`src/rtl/pirq_pkg.sv`:
```
package pirq_pkg;

    localparam int NUM_LINES = 4;
    localparam int TGT_W     = 4;
    localparam int IRQ_W     = 1 << TGT_W;
    localparam int CFG_AW    = 2;
    localparam int CFG_DW    = 8;

    localparam logic [CFG_AW-1:0] ADDR_ROUTE_AB = 2'd0;
    localparam logic [CFG_AW-1:0] ADDR_ROUTE_CD = 2'd1;
    localparam logic [CFG_AW-1:0] ADDR_ENABLE   = 2'd2;
    localparam logic [CFG_AW-1:0] ADDR_LEVEL    = 2'd3;

    typedef enum logic [1:0] {
        LN_IDLE = 2'd0,
        LN_FIRE = 2'd1,
        LN_HOLD = 2'd2
    } line_state_e;

    function automatic logic pirq_routable(input logic [TGT_W-1:0] tgt);
        logic ok;
        unique case (tgt)
            4'd0, 4'd1, 4'd2, 4'd8, 4'd13: ok = 1'b0;
            default:                       ok = 1'b1;
        endcase
        return ok;
    endfunction

    function automatic logic [IRQ_W-1:0] pirq_unrouted_mask();
        logic [IRQ_W-1:0] m;
        m = '0;
        for (int i = 0; i < IRQ_W; i++) begin
            m[i] = !pirq_routable(TGT_W'(i));
        end
        return m;
    endfunction

endpackage

```
`src/rtl/pirq_sync.sv`:
```
module pirq_sync #(
    parameter int WIDTH = 4
) (
    input  logic             clk,
    input  logic             rst_n,
    input  logic [WIDTH-1:0] pin_n_i,
    output logic [WIDTH-1:0] req_o
);

    logic [WIDTH-1:0] stage1_q;
    logic [WIDTH-1:0] stage2_q;

    always_ff @(posedge clk) begin
        if (!rst_n) begin
            stage1_q <= '1;
            stage2_q <= '1;
        end else begin
            stage1_q <= pin_n_i;
            stage2_q <= stage1_q;
        end
    end

    assign req_o = ~stage2_q;

    // a synchronized request implies the pin was low two edges ago
    p_sync_latency_r4: assert property (@(posedge clk) disable iff (!rst_n)
        $past(rst_n, 2) |-> (req_o == ~$past(pin_n_i, 2)));

endmodule

```
`src/rtl/pirq_line_fsm.sv`:
```
module pirq_line_fsm
    import pirq_pkg::*;
(
    input  logic clk,
    input  logic rst_n,
    input  logic req_i,
    input  logic level_i,
    output logic act_o
);

    line_state_e state_q;
    line_state_e state_d;

    always_ff @(posedge clk) begin
        if (!rst_n) begin
            state_q <= LN_IDLE;
        end else begin
            state_q <= state_d;
        end
    end

    always_comb begin
        state_d = state_q;
        unique case (state_q)
            LN_IDLE: state_d = req_i ? LN_FIRE : LN_IDLE;
            LN_FIRE: state_d = req_i ? LN_HOLD : LN_IDLE;
            LN_HOLD: state_d = req_i ? LN_HOLD : LN_IDLE;
            default: state_d = LN_IDLE;
        endcase
    end

    always_comb begin
        unique case (state_q)
            LN_FIRE: act_o = 1'b1;
            LN_HOLD: act_o = level_i;
            default: act_o = 1'b0;
        endcase
    end

    // the pulse state is only entered from the released state
    p_fire_from_idle_r6: assert property (@(posedge clk) disable iff (!rst_n)
        (state_q == LN_FIRE) |-> ($past(state_q) == LN_IDLE));

    // the pulse state never lasts two cycles
    p_fire_single_r6: assert property (@(posedge clk) disable iff (!rst_n)
        (state_q == LN_FIRE) |=> (state_q != LN_FIRE));

    // a released request returns the line to idle on the next edge
    p_release_idle_r5: assert property (@(posedge clk) disable iff (!rst_n)
        !req_i |=> (state_q == LN_IDLE));

endmodule

```
`src/rtl/pirq_cfg.sv`:
```
module pirq_cfg
    import pirq_pkg::*;
(
    input  logic                              clk,
    input  logic                              rst_n,
    input  logic                              we_i,
    input  logic [CFG_AW-1:0]                 addr_i,
    input  logic [CFG_DW-1:0]                 wdata_i,
    output logic [NUM_LINES-1:0][TGT_W-1:0]   tgt_o,
    output logic [NUM_LINES-1:0]              en_o,
    output logic [NUM_LINES-1:0]              level_o
);

    logic [NUM_LINES-1:0][TGT_W-1:0] tgt_q;
    logic [NUM_LINES-1:0]            en_q;
    logic [NUM_LINES-1:0]            level_q;

    always_ff @(posedge clk) begin
        if (!rst_n) begin
            tgt_q   <= '0;
            en_q    <= '0;
            level_q <= '0;
        end else if (we_i) begin
            unique case (addr_i)
                ADDR_ROUTE_AB: begin
                    tgt_q[0] <= wdata_i[7:4];
                    tgt_q[1] <= wdata_i[3:0];
                end
                ADDR_ROUTE_CD: begin
                    tgt_q[2] <= wdata_i[7:4];
                    tgt_q[3] <= wdata_i[3:0];
                end
                ADDR_ENABLE:   en_q    <= wdata_i[NUM_LINES-1:0];
                ADDR_LEVEL:    level_q <= wdata_i[NUM_LINES-1:0];
                default: ;
            endcase
        end
    end

    assign tgt_o   = tgt_q;
    assign en_o    = en_q;
    assign level_o = level_q;

    // targets only move on a write
    p_tgt_stable_r2: assert property (@(posedge clk) disable iff (!rst_n)
        !we_i |=> $stable(tgt_q));

    // enables and modes only move on a write
    p_bits_stable_r3: assert property (@(posedge clk) disable iff (!rst_n)
        !we_i |=> ($stable(en_q) && $stable(level_q)));

endmodule

```
`src/rtl/pirq_router.sv`:
```
module pirq_router
    import pirq_pkg::*;
(
    input  logic                 clk,
    input  logic                 rst_n,
    input  logic [3:0]           pirq_n_i,
    input  logic                 cfg_we_i,
    input  logic [1:0]           cfg_addr_i,
    input  logic [7:0]           cfg_wdata_i,
    output logic [15:0]          irq_o
);

    localparam logic [IRQ_W-1:0] UNROUTED = pirq_unrouted_mask();

    logic [NUM_LINES-1:0]            req;
    logic [NUM_LINES-1:0]            act;
    logic [NUM_LINES-1:0][TGT_W-1:0] tgt;
    logic [NUM_LINES-1:0]            en;
    logic [NUM_LINES-1:0]            level;
    logic [IRQ_W-1:0]                vec;

    pirq_sync #(.WIDTH(NUM_LINES)) u_sync (
        .clk     (clk),
        .rst_n   (rst_n),
        .pin_n_i (pirq_n_i),
        .req_o   (req)
    );

    pirq_cfg u_cfg (
        .clk     (clk),
        .rst_n   (rst_n),
        .we_i    (cfg_we_i),
        .addr_i  (cfg_addr_i),
        .wdata_i (cfg_wdata_i),
        .tgt_o   (tgt),
        .en_o    (en),
        .level_o (level)
    );

    for (genvar l = 0; l < NUM_LINES; l++) begin : g_line
        pirq_line_fsm u_fsm (
            .clk     (clk),
            .rst_n   (rst_n),
            .req_i   (req[l]),
            .level_i (level[l]),
            .act_o   (act[l])
        );
    end

    always_comb begin
        vec = '0;
        for (int l = 0; l < NUM_LINES; l++) begin
            if (en[l] && act[l] && pirq_routable(tgt[l])) begin
                vec[tgt[l]] = 1'b1;
            end
        end
    end

    assign irq_o = vec;

    // reserved IRQ numbers are never driven
    p_unrouted_quiet_r9: assert property (@(posedge clk) disable iff (!rst_n)
        (irq_o & UNROUTED) == '0);

    // with every line disabled nothing reaches the vector
    p_disabled_silent_r7: assert property (@(posedge clk) disable iff (!rst_n)
        (en == '0) |-> (irq_o == '0));

    // the cycle after reset the vector is clear
    p_reset_clear_r1: assert property (@(posedge clk)
        !rst_n |=> (irq_o == '0));

endmodule

```
`config.mk`:
```
export PLATFORM = sky130hd
export DESIGN_NAME = pirq_router
export DESIGN_NICKNAME = d
export VERILOG_FILES = /design/src/rtl/pirq_pkg.sv /design/src/rtl/pirq_sync.sv /design/src/rtl/pirq_line_fsm.sv /design/src/rtl/pirq_cfg.sv /design/src/rtl/pirq_router.sv
export SDC_FILE = /design/constraint.sdc
export NUM_CORES = 1
export LEC_CHECK = 0
export BUFFER_PORTS_ARGS = -buffer_cell sky130_fd_sc_hd__buf_2
export CAP_MARGIN = 20
export CORE_MARGIN = 2
export CORE_UTILIZATION = 60
export DETAILED_ROUTE_END_ITERATION = 7
export PLACE_DENSITY = 0.83
export SLEW_MARGIN = 20
export SYNTH_ARGS = -nofsm -noshare
export SYNTH_HDL_FRONTEND = slang
export SYNTH_SLANG_ARGS = --single-unit
```
`constraint.sdc`:
```
create_clock -name clk -period 4.3 [get_ports clk]
set_input_delay 0.645 -clock clk [delete_from_list [all_inputs] [get_ports clk]]
set_output_delay 0.645 -clock clk [all_outputs]
set_load 0.01 [all_outputs]
```
# ---- Word-level counts from Yosys, hierarchy flattened
# Index checks and enable logic that the tools add are counted.
dict set report totals {
  reg_bits 40
  inputBits 17
  output_inout_bits 16
  wordCells 116
}
dict set report op_classes {
  magnitude_cmp 8
  n_eq_ne 27
  n_mux 32
  n_bitwise 4
  reduce_logical 33
}
# operator n
set ops {}
lappend ops {{two-way mux 16 bit} 4}
lappend ops {{OR 16 bit} 3}
lappend ops {{== test 4 bit, second input constant} 8}
lappend ops {{less-than comparator 4 x 5 -> 1 bit, second input constant} 4}
lappend ops {{OR reduction 5 bit} 4}
lappend ops {{demux 1 bit (select 4 bit)} 4}
lappend ops {{== test 4 x 1 -> 1 bit, second input constant} 4}
lappend ops {{== test 4 x 2 -> 1 bit, second input constant} 4}
lappend ops {{greater-or-equal comparator 4 x 1 -> 1 bit, second input constant} 4}
lappend ops {{logical NOT 4 bit} 4}
lappend ops {{case mux 2 bit (2 select lines)} 4}
lappend ops {{== test 2 bit, second input constant} 6}
lappend ops {{logical AND 1 bit} 12}
lappend ops {{two-way mux 1 bit} 12}
lappend ops {{== test 2 x 1 -> 1 bit, second input constant} 5}
lappend ops {{logical NOT 2 bit} 5}
lappend ops {{two-way mux 2 bit} 4}
lappend ops {{case mux 1 bit (2 select lines)} 4}
lappend ops {{AND reduction 2 bit} 4}
lappend ops {{OR reduction 2 bit} 4}
lappend ops {{NOT 4 bit} 1}

# ---- Logic depth before layout (Yosys ltp)
dict set report depth {
  word_depth 11
  mapped_depth 6
}

# ---- Hierarchy
# Synthesis repeated with hierarchy kept, for this count alone.
dict set report hier_totals {
  cells_unflattened 229
  area_unflattened_um2 2114.5
}
# mod instances cells_per_inst area_each_um2 seq_area_each_um2
set modules_own_cells {}
lappend modules_own_cells {pirq_cfg 1 89 913.4 480.5}
lappend modules_own_cells {pirq_line_fsm 4 12 125.1 40.0}
lappend modules_own_cells {pirq_router 1 72 475.5 0.0}
lappend modules_own_cells {pirq_sync 1 20 225.2 160.2}

# ---- Least setup slack after synthesis
# OpenSTA, ideal clock, no wires.
dict set report synth_path {
  path_kind {flip-flop to output port}
  startpoint {reg g_line[1].u_fsm.state_q[0]}
  endpoint {out irq_o[10]}
  arrival_time_ps 1381
  required_ps 3655
  slack_ps 2274
  stages_incl_launch_ff 7
  path_cell_list {dfxtp_1 > inv_1 > ha_1 > nand2_1 > nor2_2 > nand3b_1 > o311ai_1}
}
dict set report synth_via {
  elab_chain_len 9
}
# item line_no
set synth_rtl {}
lappend synth_rtl {{from (decl)} pirq_line_fsm.sv:11} ;# line_state_e state_q;
lappend synth_rtl {{from (signal assigned)} pirq_line_fsm.sv:18} ;# state_q <= state_d;
lappend synth_rtl {{== test 2 bit / == test 2 x 1 -> 1 bit (equally long branches)} pirq_line_fsm.sv:33} ;# unique case (state_q)
lappend synth_rtl {{case mux 1 bit (2 select lines) *} pirq_line_fsm.sv:33}
lappend synth_rtl {{logical AND 1 bit * (2 in a row)} pirq_router.sv:53} ;# if (en[l] && act[l] && pirq_routable(tgt[l])) begin
lappend synth_rtl {{two-way mux 16 bit *} pirq_router.sv:53}
lappend synth_rtl {{OR 16 bit (no line)} --}
lappend synth_rtl {{two-way mux 16 bit *} pirq_router.sv:53}
lappend synth_rtl {{OR 16 bit (no line)} --}
lappend synth_rtl {{two-way mux 16 bit *} pirq_router.sv:53}
lappend synth_rtl {{to (decl)} pirq_router.sv:10} ;# output logic [15:0] irq_o
# Mark *: on every way between the ends. The rest lies on a longest branch, timed or not.

# ---- Worst setup path after layout
dict set report layout_path {
  startpoint {reg g_line[1].u_fsm.state_q[0]}
  endpoint {out irq_o[6]}
}
# Same word-level chain as after synthesis.

==> run metrics <==
Highest Clock Rate approximately 370 MHz; power density over the cells 297 mW/mm2; Area Overhead vs Synth 10.3%; gpl congestion 0.939; crit-path max FO 4; CP delay by family, top simple AND/OR/NAND/NOR gates; footprint of the multi-input gates 0.00130 mm2; ratio of final minimum period to clock period 0.623; CTS HTree Levels 2; die width 64.4 um; Yosys warning total 0; Initial DRC Count approximately 280; RSZ-0062 raised after global routing false; nets 291; FF-to-FF End g_line[2].u_fsm.state_q[1]$_SDFF_PN0_; CP Depth 7; initial antenna violation count 0; Setup Fix Bufs, Post-CTS 0; clk sink count 40; status finished, final reports clean; CP startpoint g_line[1].u_fsm.state_q[0]$_SDFF_PN0_; Yosys top cell by area dfxtp_1; CTS tree yes; CP Cell Sequence inv_1 -> ha_1 -> nand2_1 -> nor2_2 -> nand3b_1 -> o311ai_1 -> buf_2; crit path kind reg -> out; R2R Setup Slk roughly 3.2 ns; DRC viols 0; CTS Buf Count 5; slowest stage cell, crit path dfxtp_1; Hold Crit Start u_sync.stage1_q[1]$_SDFF_PN1_; fill cell count slightly below 300; cell count after synthesis ~230; Core ar. 0.00342 mm2; Sequential Area 801 um2; # diodes 0; endpoints failing setup 0; Longest Clk Path Bufs 2; VDD IR max 0.226 mV; die area 0.00415 mm2; number of global-route vias before repair 1596; Hold Crit Class reg -> reg; DR WL/cell 14.7 um; Yosys cell types 31; final core area utilization 0.708; Resize count post-CTS 0; Clock Tree Root clkbuf_4; Sum Neg Setup Slack 0 ns; share of cells above drive strength 1 0.174; # rows 21; syn avg cell area 9.48 um2; Routed Antenna Nets 0; most frequent cells in the layout dfxtp_1 (40), nor2b_1 (30), buf_2 (27); crit path launch type register; register bit count reported by yosys 40; hpwl dp 3.32 mm; initial core utilization 0.641; drt pass-1 iters 4; Cell Area, Synth 0.00219 mm2; Worst EP arrival 2.04 ns; Top Metal Used met4; WL met2 between 2 and 2.5 mm; Seq/Total Area, Yosys 0.366; measured slew at the worst slew-check pin 0.950 ns; worst flop-to-flop path startpoint g_line[2].u_fsm.state_q[0]$_SDFF_PN0_; R2R cell count 3; WL met1 2.03 mm; Critical Path RT 3.65 ns; grt total ovfl 0; final wirelength 4.48 mm; min Tclk post-route about 2.7 ns; Max Cap Viol 0; Buf/Inv on CP 2; IO Count 33; Design Power 0.719 mW; DR WL met3 260 um; LEAKAGE 1.03 nW; commonest non-fill, non-tap cell in the layout dfxtp_1; Final Skew between 0.0006 and 0.0007 ns; Max transition margin 0.364; Die Y 64.4 um; ranking of synthesized cells by area dfxtp_1 (37%), mux2i_1 (10%), ha_1 (9.1%); Setup crit end irq_o[6]; via density per instance 5.70; Critical Path Max Stage Delay around 0.39 ns; clk_lat worst skew 0.35 ns; IO buf count 27; GRT Overall Usage 0.243; CTS clk-pin slew, worst paths 0.11 ns; Vias about 1700; Final Hold Fails 0; critical path endpoint category output port; largest net degree at the start of global routing 41; first-pass GRT wire length 7.73 mm; Synth top area share 0.366; Post-CTS Hold Buffers 0; Max Transition Viols Final 0
-- state kept, by name, summed over array words and instances (netlist names) --
signal / flops
u_cfg.tgt_o: 16
g_line.u_fsm.state_q: 8
u_cfg.en_o: 4
u_cfg.level_o: 4
u_sync.stage1_q: 4
u_sync.stage2_q: 4
-- area by class of cell --
type                       count  area share
multi-input combinational    174       0.536
sequential                    40       0.331
timing repair buffer          27      0.0559
tap                           46      0.0238
clock buffer                   6      0.0212
clock inverter                 2      0.0160
inverter                      10      0.0155
-- worst min path at each step --
stage	end	slack [ns]	cells after the start
global route	u_sync.stage2_q[1]$_SDFF_PN1_	0.43	1
detailed placement	u_sync.stage2_q[1]$_SDFF_PN1_	0.39	1
global placement	u_sync.stage2_q[0]$_SDFF_PN1_	0.39	1
floorplan	u_sync.stage2_q[0]$_SDFF_PN1_	0.39	1
finish	u_sync.stage2_q[1]$_SDFF_PN1_	0.42	1
CTS	u_sync.stage2_q[1]$_SDFF_PN1_	0.42	1
-- cell usage after synthesis --
cell type   n
nor2b_1    30
dfxtp_1    40
a31oi_1     1
nor4b_2     1
nand3b_1    4
and3b_1     4
nand4_1     2
nand4b_1    3
nor3b_2     1
nand2_1    17
a21oi_2     3
nor4_1      3
o311ai_1    3
clkbuf_1    4
and4bb_2    2
a32oi_1     7
nor4bb_1    2
conb_1      1
mux2i_1    22
nor4b_4     2
inv_1      10
nor3_1      7
a21oi_1     5
nand2b_1   10
nand3_1    10
nor2_1      9
ha_1       16
buf_6       1
a22oi_1     4
buf_4       6
nor2_2      1
-- per-layer routing --
layer,vias up,track usage
met5,-,0
met4,0,0.0798
met3,9,0.0590
met2,63,0.392
met1,808,0.322
li1,860,-
-- metrics by stage --
step	cells	worst slack, ns	hold WS, ns	instance area [um2]
floorplan	235	2.27	0.386	2210
global placement	297	2.04	0.390	2330
detailed placement	297	2.02	0.392	2330
CTS	305	1.61	0.420	2420
global route	305	1.46	0.435	2420
finish	305	1.62	0.417	2420
-- cell families (layout without fill, tap and decap cells) --
family                     count (synthesis)  in the layout  synth area share
AOI/OAI and AO/OA                         23             23            0.0800
adders and majority gates                 16             16            0.0914
buffers and inverters                     21             45            0.0497
DFF                                       40             40             0.366
muxes                                     22             22             0.101
other                                      1              5           0.00171
and+or+nand+nor                          108            108             0.311
-- power by group --
part / internal, mW / switching (mW) / leakage (nW)
clock network: 0.139 / 0.127 / 0.0484
logic: 0.0268 / 0.0308 / 0.658
registers: 0.383 / 0.0115 / 0.326
total: 0.549 / 0.170 / 1.03
No activity file was read; power rests on OpenSTA's default activity.
